### src/rtl/prbsgen_pkg.sv
package prbsgen_pkg;
  localparam int STAGES_MAX = 23;
  localparam int SEL_W      = 3;
  localparam int POLY_W     = 3;
  localparam int POLY_SLOTS = 1 << POLY_W;
  localparam int LIMIT_POLY = 4;

  typedef enum logic [SEL_W-1:0] {
    PAT_N6     = 3'd0,
    PAT_N9     = 3'd1,
    PAT_N11    = 3'd2,
    PAT_N15    = 3'd3,
    PAT_N20    = 3'd4,
    PAT_N23    = 3'd5,
    PAT_LIM    = 3'd6,
    PAT_LIM_B  = 3'd7
  } pat_sel_e;

  // Register length per polynomial slot.
  function automatic int poly_len(input int idx);
    case (idx)
      0:       return 6;
      1:       return 9;
      2:       return 11;
      3:       return 15;
      4:       return 20;
      default: return 23;
    endcase
  endfunction

  // Second feedback stage per polynomial slot.
  function automatic int poly_tap(input int idx);
    case (idx)
      0:       return 5;
      1:       return 5;
      2:       return 9;
      3:       return 14;
      4:       return 17;
      default: return 18;
    endcase
  endfunction

  function automatic logic sel_limited(input logic [SEL_W-1:0] sel);
    return (sel == PAT_LIM) || (sel == PAT_LIM_B);
  endfunction

  function automatic logic [POLY_W-1:0] sel_poly(input logic [SEL_W-1:0] sel);
    if (sel_limited(sel)) return POLY_W'(LIMIT_POLY);
    return POLY_W'(sel);
  endfunction
endpackage

### src/rtl/prbs_shift_core.sv
module prbs_shift_core
  import prbsgen_pkg::*;
#(
  parameter int W = STAGES_MAX
) (
  input  logic              clk_i,
  input  logic              rst_ni,
  input  logic              step_i,
  input  logic              restart_i,
  input  logic [POLY_W-1:0] poly_i,
  output logic              raw_bit_o,
  output logic              wrap_o
);
  logic [W-1:0] st_q, st_d, adv;
  logic [W-1:0] seed;
  logic [POLY_SLOTS-1:0] fb_vec, out_vec;
  logic [W-1:0] mask_tab [POLY_SLOTS];
  logic fb;

  for (genvar m = 0; m < POLY_SLOTS; m++) begin : g_poly
    localparam int LEN = poly_len(m);
    localparam int TAP = poly_tap(m);
    assign fb_vec[m]   = st_q[LEN-1] ^ st_q[TAP-1];
    assign out_vec[m]  = st_q[LEN-1];
    assign mask_tab[m] = W'((64'd1 << LEN) - 64'd1);
  end

  always_comb begin
    seed      = mask_tab[poly_i];
    fb        = fb_vec[poly_i];
    raw_bit_o = out_vec[poly_i];
    adv       = {st_q[W-2:0], fb} & seed;
    wrap_o    = (adv == seed);
    st_d      = st_q;
    if (restart_i)   st_d = seed;
    else if (step_i) st_d = adv;
  end

  always_ff @(posedge clk_i or negedge rst_ni) begin
    if (!rst_ni) st_q <= '1;
    else         st_q <= st_d;
  end

  // restart leaves exactly the seed of the selected length
  a_r3_seed_loaded: assert property (@(posedge clk_i) disable iff (!rst_ni)
    restart_i |=> (st_q == $past(seed)));
endmodule

### src/rtl/prbs_zero_limiter.sv
module prbs_zero_limiter #(
  parameter int ZRUN_MAX = 14
) (
  input  logic clk_i,
  input  logic rst_ni,
  input  logic step_i,
  input  logic restart_i,
  input  logic limit_en_i,
  input  logic raw_bit_i,
  output logic emit_bit_o
);
  localparam int CW = (ZRUN_MAX < 2) ? 1 : $clog2(ZRUN_MAX + 1);

  logic [CW-1:0] zcnt_q, zcnt_d;
  logic          full;

  always_comb begin
    full       = (zcnt_q == CW'(ZRUN_MAX));
    emit_bit_o = raw_bit_i | (limit_en_i & full);
    zcnt_d     = zcnt_q;
    if (restart_i)        zcnt_d = '0;
    else if (step_i) begin
      if (emit_bit_o)     zcnt_d = '0;
      else if (!full)     zcnt_d = zcnt_q + CW'(1);
    end
  end

  always_ff @(posedge clk_i or negedge rst_ni) begin
    if (!rst_ni) zcnt_q <= '0;
    else         zcnt_q <= zcnt_d;
  end

  // any emitted one, forced or not, empties the zero count
  a_r9_clear_on_one: assert property (@(posedge clk_i) disable iff (!rst_ni)
    (step_i && !restart_i && emit_bit_o) |=> (zcnt_q == '0));
endmodule

### src/rtl/prbs_qrss_gen.sv
module prbs_qrss_gen
  import prbsgen_pkg::*;
#(
  parameter int ZRUN_MAX = 14
) (
  input  logic             clk_i,
  input  logic             rst_ni,
  input  logic             en_i,
  input  logic             restart_i,
  input  logic [SEL_W-1:0] sel_i,
  input  logic             inv_i,
  output logic             bit_o,
  output logic             eos_o
);
  localparam int CHK_W = $clog2(ZRUN_MAX + 2) + 1;

  logic [POLY_W-1:0] poly;
  logic              limited, raw_bit, wrap, emit_bit;
  logic              bit_q, bit_d, eos_q, eos_d;

  assign poly    = sel_poly(sel_i);
  assign limited = sel_limited(sel_i);

  prbs_shift_core #(.W(STAGES_MAX)) core_i (
    .clk_i     (clk_i),
    .rst_ni    (rst_ni),
    .step_i    (en_i),
    .restart_i (restart_i),
    .poly_i    (poly),
    .raw_bit_o (raw_bit),
    .wrap_o    (wrap)
  );

  prbs_zero_limiter #(.ZRUN_MAX(ZRUN_MAX)) lim_i (
    .clk_i      (clk_i),
    .rst_ni     (rst_ni),
    .step_i     (en_i),
    .restart_i  (restart_i),
    .limit_en_i (limited),
    .raw_bit_i  (raw_bit),
    .emit_bit_o (emit_bit)
  );

  always_comb begin
    bit_d = bit_q;
    eos_d = 1'b0;
    if (restart_i) begin
      bit_d = 1'b0;
    end else if (en_i) begin
      bit_d = emit_bit ^ inv_i;
      eos_d = wrap;
    end
  end

  always_ff @(posedge clk_i or negedge rst_ni) begin
    if (!rst_ni) begin
      bit_q <= 1'b0;
      eos_q <= 1'b0;
    end else begin
      bit_q <= bit_d;
      eos_q <= eos_d;
    end
  end

  assign bit_o = bit_q;
  assign eos_o = eos_q;

  // Independent run counter over emitted bits in the limited mode
  logic [CHK_W-1:0] chk_run_q;
  always_ff @(posedge clk_i or negedge rst_ni) begin
    if (!rst_ni)                         chk_run_q <= '0;
    else if (restart_i || !limited)      chk_run_q <= '0;
    else if (en_i && emit_bit)           chk_run_q <= '0;
    else if (en_i && chk_run_q != '1)    chk_run_q <= chk_run_q + CHK_W'(1);
  end

  a_r7_zero_cap: assert property (@(posedge clk_i) disable iff (!rst_ni)
    chk_run_q <= CHK_W'(ZRUN_MAX));

  a_r4_eos_single: assert property (@(posedge clk_i) disable iff (!rst_ni)
    eos_o |=> !eos_o);

  a_r5_hold: assert property (@(posedge clk_i) disable iff (!rst_ni)
    (!restart_i && !en_i) |=> ($stable(bit_o) && !eos_o));

  a_r6_restart_clears: assert property (@(posedge clk_i) disable iff (!rst_ni)
    restart_i |=> (!bit_o && !eos_o));
endmodule

### config.mk
export PLATFORM = sky130hd
export DESIGN_NAME = prbs_qrss_gen
export DESIGN_NICKNAME = d
export VERILOG_FILES = /design/src/rtl/prbsgen_pkg.sv /design/src/rtl/prbs_shift_core.sv /design/src/rtl/prbs_zero_limiter.sv /design/src/rtl/prbs_qrss_gen.sv
export SDC_FILE = /design/constraint.sdc
export NUM_CORES = 1
export LEC_CHECK = 0
export ABC_CLOCK_PERIOD_IN_PS = 4200
export BUFFER_PORTS_ARGS = -buffer_cell sky130_fd_sc_hd__buf_4
export CAP_MARGIN = 40
export CORE_MARGIN = 2
export CORE_UTILIZATION = 45
export DETAILED_ROUTE_END_ITERATION = 8
export GPL_TIMING_DRIVEN = 0
export PLACE_DENSITY = 0.69
export SYNTH_ARGS = -nofsm -noshare
export SYNTH_HDL_FRONTEND = slang
export SYNTH_SLANG_ARGS = --single-unit
### constraint.sdc
create_clock -name clk_i -period 4.2 [get_ports clk_i]
set_input_delay 0 -clock clk_i [delete_from_list [all_inputs] [get_ports clk_i]]
set_output_delay 0 -clock clk_i [all_outputs]
set_load 0.005 [all_outputs]
==> out/summary.md <==
The flow ran to the end, and the final reports show no timing, DRC or antenna violations. The tools report the final instance area as 1760 µm². The endpoint class of the critical path is a flop. The data arrival time of the critical path was 2070 ps; the die area was 3960 µm².

The run gives 3300 µm as the final wirelength. The count of input and output buffers came out at 8. The number of cells in the design after placement is 213, and the post-place instance area is 1680 µm². The startpoint kind of the worst setup timing path is a flop. The number of antenna violations at the first check in global routing was 0. The worst hold path was traced through 3 stages. In this run the power density over the cells is 356 nW/µm².

The max-cap check violation count is 0. In this run the horizontal extent of the chip is 63.0 µm. The initialized floorplan defines 21 standard-cell rows.

The number of failing setup endpoints in the final timing report is 0, and the later-pin clock latency in the skew report is 330 ps. After detailed routing, the number of vias per cell comes to 5.73. The die span in y was 63.0 µm.

Total power for the finished layout comes to 627 µW. The share of cells above drive strength 1 is 0.256. The routed wire length per instance works out to 14.9 µm.

Counting instances in the post-synthesis netlist gives the leading cell types as sky130_fd_sc_hd__dfstp_2, sky130_fd_sc_hd__nand2_1, sky130_fd_sc_hd__a21oi_1. The async set-reset flop share out of synthesis is 1.00. TritonCTS built the clock tree.

The via total after detailed routing came out at 1273. 10 I/O pins were placed. The core region is 3340 µm².

The number of iterations in the first detailed-routing pass is 4. The clock transition at the registers of the reported paths was 100 ps. The total global routing track utilization was 0.188. In the routed design, unresolved DRC markers number 0. Buffers added to address setup during post-CTS repair amount to 0. Summed over all cells, the static leakage comes to 0.000738 µW. Adding up every negative setup slack in the final design gives 0 ps.

The first global-routing pass estimated 5830 µm of wire. The tools report the number of unique standard cell types used by synthesis as 35. The net count of the finished layout is 185. The post-route antenna net violation count was 0. The number of enable-type register cells in the synthesized netlist was 0; the depth of the worst register-to-register path was 7. The maximum fanout along the worst path came out at 7. The number of fill cells was 322.

The final-report hold violation count came out at 0. The leading cell type by number of instances after synthesis was sky130_fd_sc_hd__dfstp_2. By area the synthesized netlist is led by sky130_fd_sc_hd__dfstp_2, sky130_fd_sc_hd__dfrtp_1, sky130_fd_sc_hd__a21oi_1. Averaged over all synthesized cells, the footprint is 9.84 µm². Summed over all nets, the half-perimeter wirelength after detailed placement is 2380 µm.

For the pin with the worst max-slew slack, the measured transition is 565 ps. The logs give 2 for the number of H-tree levels and 4420 ps for the data required time of the worst path. The mapped netlist covers 1560 µm². The worst setup slack after layout was 2350 ps; the violation count after the first detailed-routing iteration was 38. Setup skew after layout: 12.1 ps.

Commonest register cell after synthesis: sky130_fd_sc_hd__dfstp_2. The cell count after synthesis came out at 159. When the netlist entered floorplanning its net count stood at 169.

In this run the most critical hold path is launched from en_i. The logs give 30 for the maximum number of pins on one net before global-route repair and 0.753 for the final weighted congestion in routability-driven placement. For this run, the number of Yosys warnings is 0. The number of pins with negative max-slew slack in the final report came out at 0. Counting flops and latches in the post-synthesis netlist gives 29.

Portion of synthesized cell area occupied by the leading cell type: 0.386. The root buffer cell chosen for the clock tree is sky130_fd_sc_hd__clkbuf_4. The relative area change from synthesis to final layout was 12.6%; the effective utilization at floorplan was 0.469. The deepest clock path buffer count came out at 2. The number of antenna diodes in the final layout is 0. The relative slew slack was 0.622; the number of buffers created by CTS was 5. The number of global-route vias before repair was 1255; the fmax was 540 MHz. The tightest min-delay check is of the primary input to flop type. In this run the critical register-to-register path is launched from lim_i.zcnt_q[0]. The critical path starts at lim_i.zcnt_q[0]. Excluding fillers, the count of instances in the completed layout stands at 222.

Setup repair after global routing left no endpoint under its margin. The worst path needs 1850 ps of the cycle, external delays included. The sequential share of the synthesized area came out at 0.482. The run gives 213 µV as the maximum VDD drop. The type of the worst setup path is flop to flop.

Clock tree synthesis found a total of 29 sinks. For the aggregate global routing overflow, the log shows 0. Cell type contributing the most total cell area after synthesis: sky130_fd_sc_hd__dfstp_2. The ratio of final minimum period to clock period works out to 0.441.

The post-place setup slack is 2360 ps.
-- worst max-delay path, stage by stage (launching register included) --
cell and delay, ps:
sky130_fd_sc_hd__dfrtp_1 410, sky130_fd_sc_hd__inv_1 110, sky130_fd_sc_hd__ha_1 150, sky130_fd_sc_hd__nand3_1 210, sky130_fd_sc_hd__o22ai_1 290, sky130_fd_sc_hd__a211oi_4 100
sky130_fd_sc_hd__and4b_1 220, sky130_fd_sc_hd__a211o_1 260
-- power by group --
| group | switching (µW) | internal, µW | leakage [µW] | total (µW) |
|---|---|---|---|---|
| combinational | 54.4 | 44.7 | 0.000373 | 99.1 |
| clock | 94.3 | 96.9 | 0.0000413 | 191 |
| sequential | 22.1 | 315 | 0.000324 | 337 |
-- layout make-up --
cell class                      count  area, µm²  share of cell area
Multi-Input combinational cell    118        757               0.430
Sequential cell                    29        754               0.428
Timing Repair Buffer                9       70.1              0.0398
Clock buffer                        7       65.1              0.0369
Tap cell                           46       57.6              0.0327
Buffer                             10       45.0              0.0256
Inverter                            2       7.51             0.00426
Clock inverter                      1       5.00             0.00284
-- sequential cells by signal, indices dropped and copies added, names as in the netlist --
| register | count |
|---|---|
| bit_o | 1 |
| core_i.st_q | 23 |
| eos_o | 1 |
| lim_i.zcnt_q | 4 |
-- kinds of logic (layout without fill, tap and decap cells) --
logic type      count (synthesis)  count (layout)  share of synthesized area
buf+inv                        12              29                     0.0336
flops                          29              29                      0.482
fa+ha+maj                       2               2                     0.0160
simple gates                   50              50                      0.162
mux                             3               3                     0.0224
xor+xnor                        5               5                     0.0280
compound gates                 58              58                      0.256
-- stage by stage --
step                utilization  hold slack [ps]
floorplan                     -             -296
global placement          0.504            -68.4
detailed placement        0.504            -59.7
CTS                       0.528             25.1
global route              0.528             51.1
finish                    0.528             32.1
-- per-layer routing --
layer  part of all wire  track usage  up-vias  routed length (µm)
met3              0.035       0.0486        4                 117
met5                  0            0        -                   0
li1                   -            -      612                   -
met2               0.50        0.314       23                1660
met4              0.012       0.0583        0                  40
met1               0.45        0.239      634                1480
-- cell usage in the layout, fill, tap and decap left out, drive strengths merged --
cell          n
a41oi         1
clkinv        1
a2bb2oi       2
nor2          5
nor2b         7
inv           2
buf           9
nand2b        1
or4           1
nand3         5
clkbuf       16
ha            2
o21ai        14
a221o         1
xnor2         3
nand2        21
a31oi         1
dlygate4sd3   1
mux2i         2
dfstp        23
xor2          2
a22o          5
dfrtp         6
a211oi        4
a211o         7
nand4         2
and4b         1
a21o          5
o22ai         2
and3          3
nor4b         1
a21oi        16
mux2          1
nor3          3
-- path summary, 6_finish.rpt --
path,to,slack [ps]
max reg2reg,bit_o,2350
min in group asynchronous,lim_i.zcnt_q[3],110
max in group asynchronous,core_i.st_q[19],3770
min reg2reg,core_i.st_q[7],490
min,core_i.st_q[0],30
max,bit_o,2350
-- what timing repair did --
| item | 4_1_cts | 5_1_grt |
|---|---|---|
| hold buffers | 1 | 0 |
| hold endpoints to repair | 29 | 0 |
| setup endpoints to repair | 0 | 0 |
| resized for setup | 0 | 0 |
(Power assumes the default switching activity.)
